**src/rtl/fcs_pkg.sv**
```systemverilog
package fcs_pkg;
  typedef enum logic [1:0] {
    CMD_NOP = 2'd0,
    CMD_ACT = 2'd1,
    CMD_WR  = 2'd2,
    CMD_LCR = 2'd3
  } fcs_cmd_e;

  typedef enum logic [2:0] {
    ST_IDLE,
    ST_UNL1,
    ST_UNL2,
    ST_ARMED,
    ST_HW_ACT,
    ST_HW_WR
  } fcs_state_e;
endpackage

```
**src/rtl/fcs_row_track.sv**
```systemverilog
module fcs_row_track #(
  parameter int BANK_W = 2,
  parameter int ROW_W  = 12,
  localparam int NBANK = 1 << BANK_W
) (
  input  logic              clk_i,
  input  logic              rst_ni,
  input  logic              act_i,
  input  logic [BANK_W-1:0] act_bank_i,
  input  logic [ROW_W-1:0]  act_row_i,
  input  logic [BANK_W-1:0] rd_bank_i,
  output logic [ROW_W-1:0]  rd_row_o,
  output logic              rd_open_o
);
  logic [ROW_W-1:0] row_q  [NBANK];
  logic             open_q [NBANK];

  for (genvar b = 0; b < NBANK; b++) begin : g_bank
    always_ff @(posedge clk_i or negedge rst_ni) begin
      if (!rst_ni) begin
        row_q[b]  <= '0;
        open_q[b] <= 1'b0;
      end else if (act_i && act_bank_i == BANK_W'(b)) begin
        row_q[b]  <= act_row_i;
        open_q[b] <= 1'b1;
      end
    end
  end

  assign rd_row_o  = row_q[rd_bank_i];
  assign rd_open_o = open_q[rd_bank_i];
endmodule

```
**src/rtl/fcs_unlock_match.sv**
```systemverilog
module fcs_unlock_match #(
  parameter int N_STEP = 3,
  parameter int BANK_W = 2,
  parameter int ROW_W  = 12,
  parameter int COL_W  = 8,
  parameter int KEY_W  = 8,
  parameter logic [N_STEP*BANK_W-1:0] STEP_BANKS = '0,
  parameter logic [N_STEP*ROW_W-1:0]  STEP_ROWS  = '0,
  parameter logic [N_STEP*COL_W-1:0]  STEP_COLS  = '0,
  parameter logic [N_STEP*KEY_W-1:0]  STEP_KEYS  = '0
) (
  input  logic [BANK_W-1:0] bank_i,
  input  logic [ROW_W-1:0]  row_i,
  input  logic [COL_W-1:0]  col_i,
  input  logic [KEY_W-1:0]  key_i,
  output logic [N_STEP-1:0] hit_o
);
  for (genvar s = 0; s < N_STEP; s++) begin : g_step
    assign hit_o[s] = (bank_i == STEP_BANKS[s*BANK_W +: BANK_W])
                   && (row_i  == STEP_ROWS[s*ROW_W +: ROW_W])
                   && (col_i  == STEP_COLS[s*COL_W +: COL_W])
                   && (key_i  == STEP_KEYS[s*KEY_W +: KEY_W]);
  end
endmodule

```
**src/rtl/fcs_confirm_lut.sv**
```systemverilog
module fcs_confirm_lut #(
  parameter int N_CONF = 3,
  parameter int OP_W   = 8,
  parameter logic [N_CONF*OP_W-1:0] CONF_OPS   = '0,
  parameter logic [N_CONF*OP_W-1:0] CONF_CODES = '0
) (
  input  logic [OP_W-1:0] op_i,
  output logic            need_o,
  output logic [OP_W-1:0] code_o
);
  logic [N_CONF-1:0] hit;
  logic [OP_W-1:0]   code_m [N_CONF];

  for (genvar c = 0; c < N_CONF; c++) begin : g_ent
    assign hit[c]    = (op_i == CONF_OPS[c*OP_W +: OP_W]);
    assign code_m[c] = hit[c] ? CONF_CODES[c*OP_W +: OP_W] : '0;
  end

  always_comb begin
    code_o = '0;
    for (int c = 0; c < N_CONF; c++) code_o = code_o | code_m[c];
  end

  assign need_o = |hit;
endmodule

```
**src/rtl/fcs_decoder.sv**
```systemverilog
module fcs_decoder
  import fcs_pkg::*;
#(
  parameter int BANK_W = 2,
  parameter int ROW_W  = 12,
  parameter int COL_W  = 8,
  parameter int DATA_W = 16,
  parameter int OP_W   = 8,
  parameter int N_CONF = 3,
  parameter logic [N_CONF*OP_W-1:0] CONF_OPS   = 24'h30_60_20,
  parameter logic [N_CONF*OP_W-1:0] CONF_CODES = 24'hD0_01_D0,
  parameter logic [OP_W-1:0]        SW_OP      = 8'h40,
  parameter logic [3*BANK_W-1:0]    UNL_BANKS  = '0,
  parameter logic [3*ROW_W-1:0]     UNL_ROWS   = 36'h080_055_000,
  parameter logic [3*COL_W-1:0]     UNL_COLS   = 24'h40_2A_55,
  parameter logic [3*OP_W-1:0]      UNL_KEYS   = 24'hA0_55_00
) (
  input  logic              clk_i,
  input  logic              rst_ni,
  input  logic [1:0]        cmd_i,
  input  logic [BANK_W-1:0] bank_i,
  input  logic [ROW_W-1:0]  addr_i,
  input  logic [DATA_W-1:0] data_i,
  input  logic              clr_err_i,
  output logic              req_o,
  output logic [OP_W-1:0]   req_op_o,
  output logic [BANK_W-1:0] req_bank_o,
  output logic [ROW_W-1:0]  req_row_o,
  output logic [COL_W-1:0]  req_col_o,
  output logic [DATA_W-1:0] req_data_o,
  output logic              seq_err_o
);
  localparam int N_STEP = 3;

  fcs_cmd_e   cmd;
  fcs_state_e state_q, state_d;
  logic [OP_W-1:0]   op_q, op_d, fire_op, conf_code;
  logic [BANK_W-1:0] hbank_q, hbank_d;
  logic [ROW_W-1:0]  wr_row;
  logic [N_STEP-1:0] step_hit;
  logic wr_open, need_conf, fire, err_set;
  logic req_q, err_q;
  logic [OP_W-1:0]   rq_op_q;
  logic [BANK_W-1:0] rq_bank_q;
  logic [ROW_W-1:0]  rq_row_q;
  logic [COL_W-1:0]  rq_col_q;
  logic [DATA_W-1:0] rq_data_q;

  assign cmd = fcs_cmd_e'(cmd_i);

  fcs_row_track #(.BANK_W(BANK_W), .ROW_W(ROW_W)) u_rows (
    .clk_i      (clk_i),
    .rst_ni     (rst_ni),
    .act_i      (cmd == CMD_ACT),
    .act_bank_i (bank_i),
    .act_row_i  (addr_i),
    .rd_bank_i  (bank_i),
    .rd_row_o   (wr_row),
    .rd_open_o  (wr_open)
  );

  fcs_unlock_match #(
    .N_STEP(N_STEP), .BANK_W(BANK_W), .ROW_W(ROW_W), .COL_W(COL_W), .KEY_W(OP_W),
    .STEP_BANKS(UNL_BANKS), .STEP_ROWS(UNL_ROWS), .STEP_COLS(UNL_COLS), .STEP_KEYS(UNL_KEYS)
  ) u_unlock (
    .bank_i (bank_i),
    .row_i  (wr_row),
    .col_i  (addr_i[COL_W-1:0]),
    .key_i  (data_i[OP_W-1:0]),
    .hit_o  (step_hit)
  );

  fcs_confirm_lut #(
    .N_CONF(N_CONF), .OP_W(OP_W), .CONF_OPS(CONF_OPS), .CONF_CODES(CONF_CODES)
  ) u_conf (
    .op_i   (op_q),
    .need_o (need_conf),
    .code_o (conf_code)
  );

  always_comb begin
    state_d = state_q;
    op_d    = op_q;
    hbank_d = hbank_q;
    fire    = 1'b0;
    fire_op = op_q;
    err_set = 1'b0;
    case (cmd)
      CMD_LCR: begin
        op_d    = addr_i[OP_W-1:0];
        state_d = ST_HW_ACT;
      end
      CMD_ACT: begin
        // only the hardware path cares which bank was opened last
        if (state_q == ST_HW_ACT || state_q == ST_HW_WR) begin
          hbank_d = bank_i;
          state_d = ST_HW_WR;
        end
      end
      CMD_WR: begin
        state_d = ST_IDLE;
        case (state_q)
          ST_IDLE:  if (wr_open && step_hit[0]) state_d = ST_UNL1;
          ST_UNL1:  if (wr_open && step_hit[1]) state_d = ST_UNL2;
          ST_UNL2:  if (wr_open && step_hit[2]) state_d = ST_ARMED;
          ST_ARMED: begin
            if (wr_open) begin
              fire    = 1'b1;
              fire_op = SW_OP;
            end
          end
          ST_HW_WR: begin
            if (wr_open && bank_i == hbank_q) begin
              if (!need_conf || data_i[OP_W-1:0] == conf_code) fire = 1'b1;
              else                                            err_set = 1'b1;
            end
          end
          default: state_d = ST_IDLE;
        endcase
      end
      default: state_d = state_q;
    endcase
  end

  always_ff @(posedge clk_i or negedge rst_ni) begin
    if (!rst_ni) begin
      state_q   <= ST_IDLE;
      op_q      <= '0;
      hbank_q   <= '0;
      req_q     <= 1'b0;
      err_q     <= 1'b0;
      rq_op_q   <= '0;
      rq_bank_q <= '0;
      rq_row_q  <= '0;
      rq_col_q  <= '0;
      rq_data_q <= '0;
    end else begin
      state_q <= state_d;
      op_q    <= op_d;
      hbank_q <= hbank_d;
      req_q   <= fire;
      err_q   <= err_set | (err_q & ~clr_err_i);
      if (fire) begin
        rq_op_q   <= fire_op;
        rq_bank_q <= bank_i;
        rq_row_q  <= wr_row;
        rq_col_q  <= addr_i[COL_W-1:0];
        rq_data_q <= data_i;
      end
    end
  end

  assign req_o      = req_q;
  assign req_op_o   = rq_op_q;
  assign req_bank_o = rq_bank_q;
  assign req_row_o  = rq_row_q;
  assign req_col_o  = rq_col_q;
  assign req_data_o = rq_data_q;
  assign seq_err_o  = err_q;
endmodule

```
**config.mk**
```make
export PLATFORM = sky130hd
export DESIGN_NAME = fcs_decoder
export DESIGN_NICKNAME = d
export VERILOG_FILES = /design/src/rtl/fcs_pkg.sv /design/src/rtl/fcs_row_track.sv /design/src/rtl/fcs_unlock_match.sv /design/src/rtl/fcs_confirm_lut.sv /design/src/rtl/fcs_decoder.sv
export SDC_FILE = /design/constraint.sdc
export NUM_CORES = 1
export LEC_CHECK = 0
export ABC_AREA = 1
export BUFFER_PORTS_ARGS = -buffer_cell sky130_fd_sc_hd__buf_2
export CORE_UTILIZATION = 44
export DETAILED_ROUTE_END_ITERATION = 8
export GPL_TIMING_DRIVEN = 0
export PLACE_DENSITY = 0.7
export SKIP_LAST_GASP = 1
export SLEW_MARGIN = 10
export SYNTH_ARGS = -nofsm -noshare
export SYNTH_HDL_FRONTEND = slang
export SYNTH_SLANG_ARGS = --single-unit
```
**constraint.sdc**
```tcl
create_clock -name clk_i -period 2.94 [get_ports clk_i]
set_input_delay 0.588 -clock clk_i [delete_from_list [all_inputs] [get_ports clk_i]]
set_output_delay 0.588 -clock clk_i [all_outputs]
set_load 0.05 [all_outputs]
```
* After elaboration in Yosys (flattened, before gate mapping)
Index checks and enable logic that the tools add are counted.
Storage, ports and cells: logic and storage cells 104, output and inout bits 48, input bits 35, register bits 113
Operators by class: bitwise logic cells 6, equality and inequality tests 24, $lt $le $gt $ge 1, reductions and logical operators 28, muxes and demuxes 27
Operators by type and width (number):
- two-way mux 8 bit | 5
- == test 8 x 7 -> 1 bit (second input constant) | 4
- binary-select mux 12 bit (select 2 bit) | 1
- == test 8 x 6 -> 1 bit (second input constant) | 3
- two-way mux 12 bit | 2
- logical AND 1 bit | 17
- OR 8 bit | 2
- == test 12 x 7 -> 1 bit (second input constant) | 1
- == test 12 x 8 -> 1 bit (second input constant) | 1
- zero test 12 bit | 1
- two-way mux 1 bit | 12
- one-hot mux 3 bit (3 select lines) | 1
- == test 2 bit (second input constant) | 4
- == test 8 bit | 1
- == test 8 bit (second input constant) | 1
- zero test 8 bit | 1
- == test 3 x 2 -> 1 bit (second input constant) | 2
- == test 3 bit (second input constant) | 2
- one-hot mux 2 bit (3 select lines) | 1
- == test 2 x 1 -> 1 bit (second input constant) | 2
- two-way mux 2 bit | 2
- AND reduction 2 bit | 2
- == test 3 x 1 -> 1 bit (second input constant) | 1
- greater-or-equal comparator 3 bit (second input constant) | 1
- 15 further kinds | 16

* Logic depth before layout (Yosys ltp)
depth in word-level cells 12, mapped depth 13, mapped depth without buffers 11

* By module
A second synthesis with hierarchy kept.
Unflattened totals: cell total of the unflattened synthesis 784, area, all modules 5838.1 um^2
Modules (own cells, without submodules):
- fcs_row_track | sequential area each 1301.2 um^2, instances 1, cells each 375, area each 2727.6 um^2
- fcs_decoder | sequential area each 1526.5 um^2, instances 1, cells each 311, area each 2715.1 um^2
- fcs_unlock_match | sequential area each 0.0 um^2, instances 1, cells each 73, area each 276.5 um^2
- fcs_confirm_lut | sequential area each 0.0 um^2, instances 1, cells each 25, area each 118.9 um^2

* Worst setup path after synthesis
Ideal clock, no wire load.
path type input to register, from input cmd_i[0], to register rq_op_q[6], in the netlist req_op_o[6], required time 2868 ps, arrival 1679 ps, library setup time 72 ps, slack 1189 ps, cell stages on the path 11, buffers on the path 1, path through inv_1 > ha_1 > inv_1 > nor3_1 > nand3_1 > nor2_2 > nand2_2 > nand2_2 > buf_4 > nor2_1 > nor2_1
On the way: cells in the longest elaborated chain, start to end 2, elaborated cells between the ends (all ways) 3, classes of those cells eq/ne: 1; mux: 2
Ends and longest elaborated chain:
- from (decl) | RTL line fcs_decoder.sv:20 | input logic [1:0] cmd_i,
- == test 2 bit (*) | RTL line fcs_decoder.sv:88 | case (cmd)
- two-way mux 8 bit / two-way mux 1 bit (equally long branches) | RTL line fcs_decoder.sv:88
- to (signal assigned) | RTL line fcs_decoder.sv:144 | rq_op_q <= fire_op;
- to (decl) | RTL line fcs_decoder.sv:43 | logic [OP_W-1:0] rq_op_q;
Every way passes the cells marked *; elsewhere a longest branch is shown, timed or not. A chain may end at the register's enable or synchronous reset.

* Worst setup path after layout
from input cmd_i[0], to register rq_row_q[11], in the netlist req_row_o[11]
On the way: cells in the longest elaborated chain, start to end 2
Ends and longest elaborated chain:
- == test 2 bit | RTL line fcs_decoder.sv:88
- two-way mux 1 bit | RTL line fcs_decoder.sv:88
- to (signal assigned) | RTL line fcs_decoder.sv:146 | rq_row_q <= wr_row;
- to (decl) | RTL line fcs_decoder.sv:45 | logic [ROW_W-1:0] rq_row_q;
No other way between the ends.

==> impl_metrics.py <==
metrics = {
    "placement": {
        "place.port_buffers": 81,
        "hpwlAfterDp_um": 9940,
        "place.detailed.instances": 869,
        "post-place-ws_ns": 0.663,
        "routabilityCongestion": 0.912,
    },
    "global_routing": {
        "grt_remaining_overflow": 0,
        "antenna_found_initial": 0,
        "grt_busiest_layer": "met2",
        "globalRouteMet1Util_pct": 34.2,
        "global_route.usage.met3_pct": 5.03,
        "number_of_global_route_vias_before_repair": 4632,
        "grt_max_degree": 85,
        "grt_use_met2_pct": 37.2,
        "global_route_usage_over_all_layers_pct": 24.3,
        "grt_pass1_wl_um": 23500,
    },
    "floorplan": {
        "fp.dieArea_mm2": 0.0123,
        "die_height_um": 111,
        "fp.coreArea_mm2": 0.0115,
        "floorplan.initialDensity_pct": 45.4,
        "io_pins": 83,
        "core.rowCount": 39,
        "die_width_um": 111,
    },
    "cts": {
        "cts.sinks": 113,
        "root_buffer": "sky130_fd_sc_hd__clkbuf_16",
        "numCtsBuffers": 17,
        "path_clk_slew_ns": 0.05,
        "clk_latency_ns": 0.41,
        "tritoncts_clock_tree": "done",
        "post_cts_buffers": 0,
        "cts.htree.levels": 4,
        "post_cts_resize_count": 0,
        "holdBufCountCts": 0,
        "cts.path.max_buffers": 2,
    },
    "sta": {
        "rsz_0062_raised_after_global_routing": "no",
        "setup_total_negative_slack_ns": 0,
        "final_critical_path_setup_slack_ns": 1.02,
        "final_period_minus_worst_setup_slack_ns": 1.92,
        "whs_ns": 0.0447,
        "timing_worst_slew_pin_value_ns": 0.594,
        "max_clock_freq_mhz": 521,
        "timing.final.setup_violations": 0,
        "hold_violation_total_from_the_final_report": 0,
        "slew_headroom_pct": 60.4,
        "fin_crit_sh_pct": 65.2,
        "finalClockSkew_ns": 0.00576,
        "fin_max_slew_vios": 0,
    },
    "logic_synthesis": {
        "synth-seq-cells": 113,
        "yosys.cell_types.count": 23,
        "syn_area_per_cell_um2": 8.09,
        "synthesis.instances": 644,
        "synth_nets": 683,
        "yosys_warnings": 0,
        "synth_area_mm2": 0.00521,
        "ys_seq_area_share_pct": 54.3,
    },
    "status": {
        "run_status": "finished clean",
    },
    "detailed_routing": {
        "totalWireLength_um": 14400,
        "remaining_drc_errors": 0,
        "routed_antenna_nets": 0,
        "routedWlPerCell_um": 15.9,
        "viasPerCell": 5.32,
        "first_pass_iters": 5,
        "drt_first_iter_violations": 525,
        "vias": 4791,
    },
    "worst_setup_path": {
        "worstPathMaxFanout": 10,
        "crit_path_start": "cmd_i[0]",
        "worst_path_cell_with_the_longest_stage_delay": "sky130_fd_sc_hd__ha_1",
        "type_of_element_capturing_the_critical_path": "register",
        "timing.critical_path.from_type": "primary input",
        "path_cells": "buf_2, inv_1, ha_1, inv_1, nor3_1, nand3_1, nor2_2, nand2_2, nand2_2, buf_4, o21ai_1, nand2_1",
        "end_point_of_the_critical_path": "req_row_o[11]",
        "worst_r2r_startpoint": "op_q[2]",
        "critPathRequiredTime_ns": 3.29,
        "r2r_setup_slack_ns": 1.11,
        "critPathKind": "in2reg",
        "worstRegToRegCells": 9,
        "rr_endpoint": "req_row_o[11]",
        "critical_path.max_stage_delay_ns": 0.22,
        "worstPathArrival_ns": 2.27,
    },
    "worst_hold_path": {
        "min_path_type": "in2async",
    },
    "final_layout": {
        "syn_to_final_growth_pct": 23.8,
        "drive_gt1_share_pct": 18.7,
        "num_antenna_cells": 0,
        "fin_nets": 784,
        "layout.cells.non_filler": 901,
        "final.fill_count": 1049,
    },
    "power": {
        "p_leak_nw": 3.55,
        "cell_area_power_density_mw_per_mm2": 779,
        "vdd_ir_drop_max_mv": 0.380,
    },
    "flow_run": {
        "max_cap_violations": 0,
    },
}
## Yosys cell counts
master	number	area, um^2
sky130_fd_sc_hd__buf_4	5	37.5
sky130_fd_sc_hd__clkbuf_1	14	52.6
sky130_fd_sc_hd__o21ai_0	58	290
sky130_fd_sc_hd__o21ai_1	11	55.1
sky130_fd_sc_hd__nand3_1	83	415
sky130_fd_sc_hd__nor2_2	4	25.0
sky130_fd_sc_hd__buf_6	8	90.1
sky130_fd_sc_hd__ha_1	4	50.1
sky130_fd_sc_hd__dfrtp_1	113	2830
sky130_fd_sc_hd__inv_4	1	6.26
sky130_fd_sc_hd__nor3_1	6	30.0
sky130_fd_sc_hd__nor2_1	43	161
sky130_fd_sc_hd__nand3_2	2	20.0
sky130_fd_sc_hd__and3_1	2	12.5
sky130_fd_sc_hd__a21oi_1	4	20.0
sky130_fd_sc_hd__inv_2	3	11.3
sky130_fd_sc_hd__nand3b_1	2	15.0
sky130_fd_sc_hd__nand2_1	229	860
sky130_fd_sc_hd__buf_2	4	20.0
sky130_fd_sc_hd__xnor2_1	2	17.5
sky130_fd_sc_hd__nand4_1	5	31.3
sky130_fd_sc_hd__inv_1	38	143
sky130_fd_sc_hd__nand2_2	3	18.8
## layer usage
layer	vias to the layer above	routed length, um
li1	2275	-
met3	23	1070
met2	215	6650
met5	-	0
met1	2278	6390
met4	0	252
## metrics by stage
stage,util (%),area (um^2),total power [W]
4_1_cts,56.2,6450,0.00503
3_5_place_dp,50.8,5830,0.00288
5_1_grt,56.2,6450,0.00523
6_report,56.2,6450,0.00503
2_1_floorplan,-,5210,0.00259
3_3_place_gp,50.5,5790,0.00284
## placed cells by master, fill, tap and decap left out
| cell | count |
|---|---|
| sky130_fd_sc_hd__inv_4 | 1 |
| sky130_fd_sc_hd__nand3_2 | 2 |
| sky130_fd_sc_hd__and3_1 | 2 |
| sky130_fd_sc_hd__a21oi_1 | 4 |
| sky130_fd_sc_hd__bufinv_16 | 4 |
| sky130_fd_sc_hd__dfrtp_1 | 113 |
| sky130_fd_sc_hd__nand2_2 | 3 |
| sky130_fd_sc_hd__nand3_1 | 83 |
| sky130_fd_sc_hd__clkbuf_1 | 16 |
| sky130_fd_sc_hd__inv_1 | 38 |
| sky130_fd_sc_hd__nor2_1 | 43 |
| sky130_fd_sc_hd__clkbuf_8 | 2 |
| sky130_fd_sc_hd__buf_2 | 84 |
| sky130_fd_sc_hd__clkbuf_16 | 17 |
| sky130_fd_sc_hd__nand3b_1 | 2 |
| sky130_fd_sc_hd__nand4_1 | 5 |
| sky130_fd_sc_hd__o21ai_1 | 11 |
| sky130_fd_sc_hd__clkinvlp_4 | 2 |
| sky130_fd_sc_hd__buf_6 | 9 |
| sky130_fd_sc_hd__clkinv_2 | 5 |
| sky130_fd_sc_hd__nand2_1 | 229 |
| sky130_fd_sc_hd__nor2_2 | 4 |
| sky130_fd_sc_hd__ha_1 | 4 |
| sky130_fd_sc_hd__buf_4 | 5 |
| sky130_fd_sc_hd__o21ai_0 | 58 |
| sky130_fd_sc_hd__xnor2_1 | 2 |
| sky130_fd_sc_hd__nor3_1 | 6 |
| sky130_fd_sc_hd__inv_2 | 3 |
| sky130_fd_sc_hd__buf_16 | 1 |
## state kept, by name, indices dropped and copies added, names as in the netlist
| register | cells |
|---|---|
| u_rows.row_q | 48 |
| req_data_o | 16 |
| req_row_o | 12 |
| op_q | 8 |
| req_col_o | 8 |
| req_op_o | 8 |
| u_rows.open_q | 4 |
| state_q | 3 |
| hbank_q | 2 |
| req_bank_o | 2 |
| req_o | 1 |
| seq_err_o | 1 |
## final cells by class
class | instances | area, um^2 | share of cell area, %
clock inverter | 11 | 160 | 2.48
timing repair buffer | 82 | 439 | 6.81
clock buffer | 21 | 460 | 7.14
tap | 143 | 179 | 2.77
multi-input combinational | 458 | 2020 | 31.4
inverter | 42 | 160 | 2.48
buffer | 31 | 200 | 3.10
sequential | 113 | 2830 | 43.8
## worst min path at each step
| stage | from | depth (start not counted) | end | slack, ns |
|---|---|---|---|---|
| 2_1_floorplan | rst_ni | 0 | hbank_q[0] | 0.29 |
| 3_3_place_gp | u_rows.open_q[0] | 2 | u_rows.open_q[0] | 0.45 |
| 3_5_place_dp | u_rows.open_q[0] | 2 | u_rows.open_q[0] | 0.45 |
| 4_1_cts | rst_ni | 1 | req_op_o[0] | 0.05 |
| 5_1_grt | rst_ni | 1 | req_op_o[4] | 0.06 |
| 6_report | rst_ni | 1 | req_op_o[0] | 0.04 |
## report_power, final
group,switching [W],internal [W]
Sequential,0.000135,0.00179
Clock,0.000713,0.00145
Combinational,0.000675,0.000257
Total,0.00152,0.00350
## logic make-up after synthesis
kind of cell / Yosys count / share of synthesized area [%]
DFF: 113 / 54.3
adders and majority gates: 4 / 0.961
xor gates and xnor gates: 2 / 0.336
buffers and inverters: 73 / 6.92
and+or+nand+nor: 379 / 30.5
AOI/OAI and AO/OA: 73 / 7.01
## critical path, delay by kind of cell
family	cells	cell delay [ns]
AOI/OAI and AO/OA	1	0.14
adders and majority gates	1	0.22
buffers and inverters	4	0.47
and+or+nand+nor	6	0.83
Note: power is estimated with default switching activity, not from simulation.
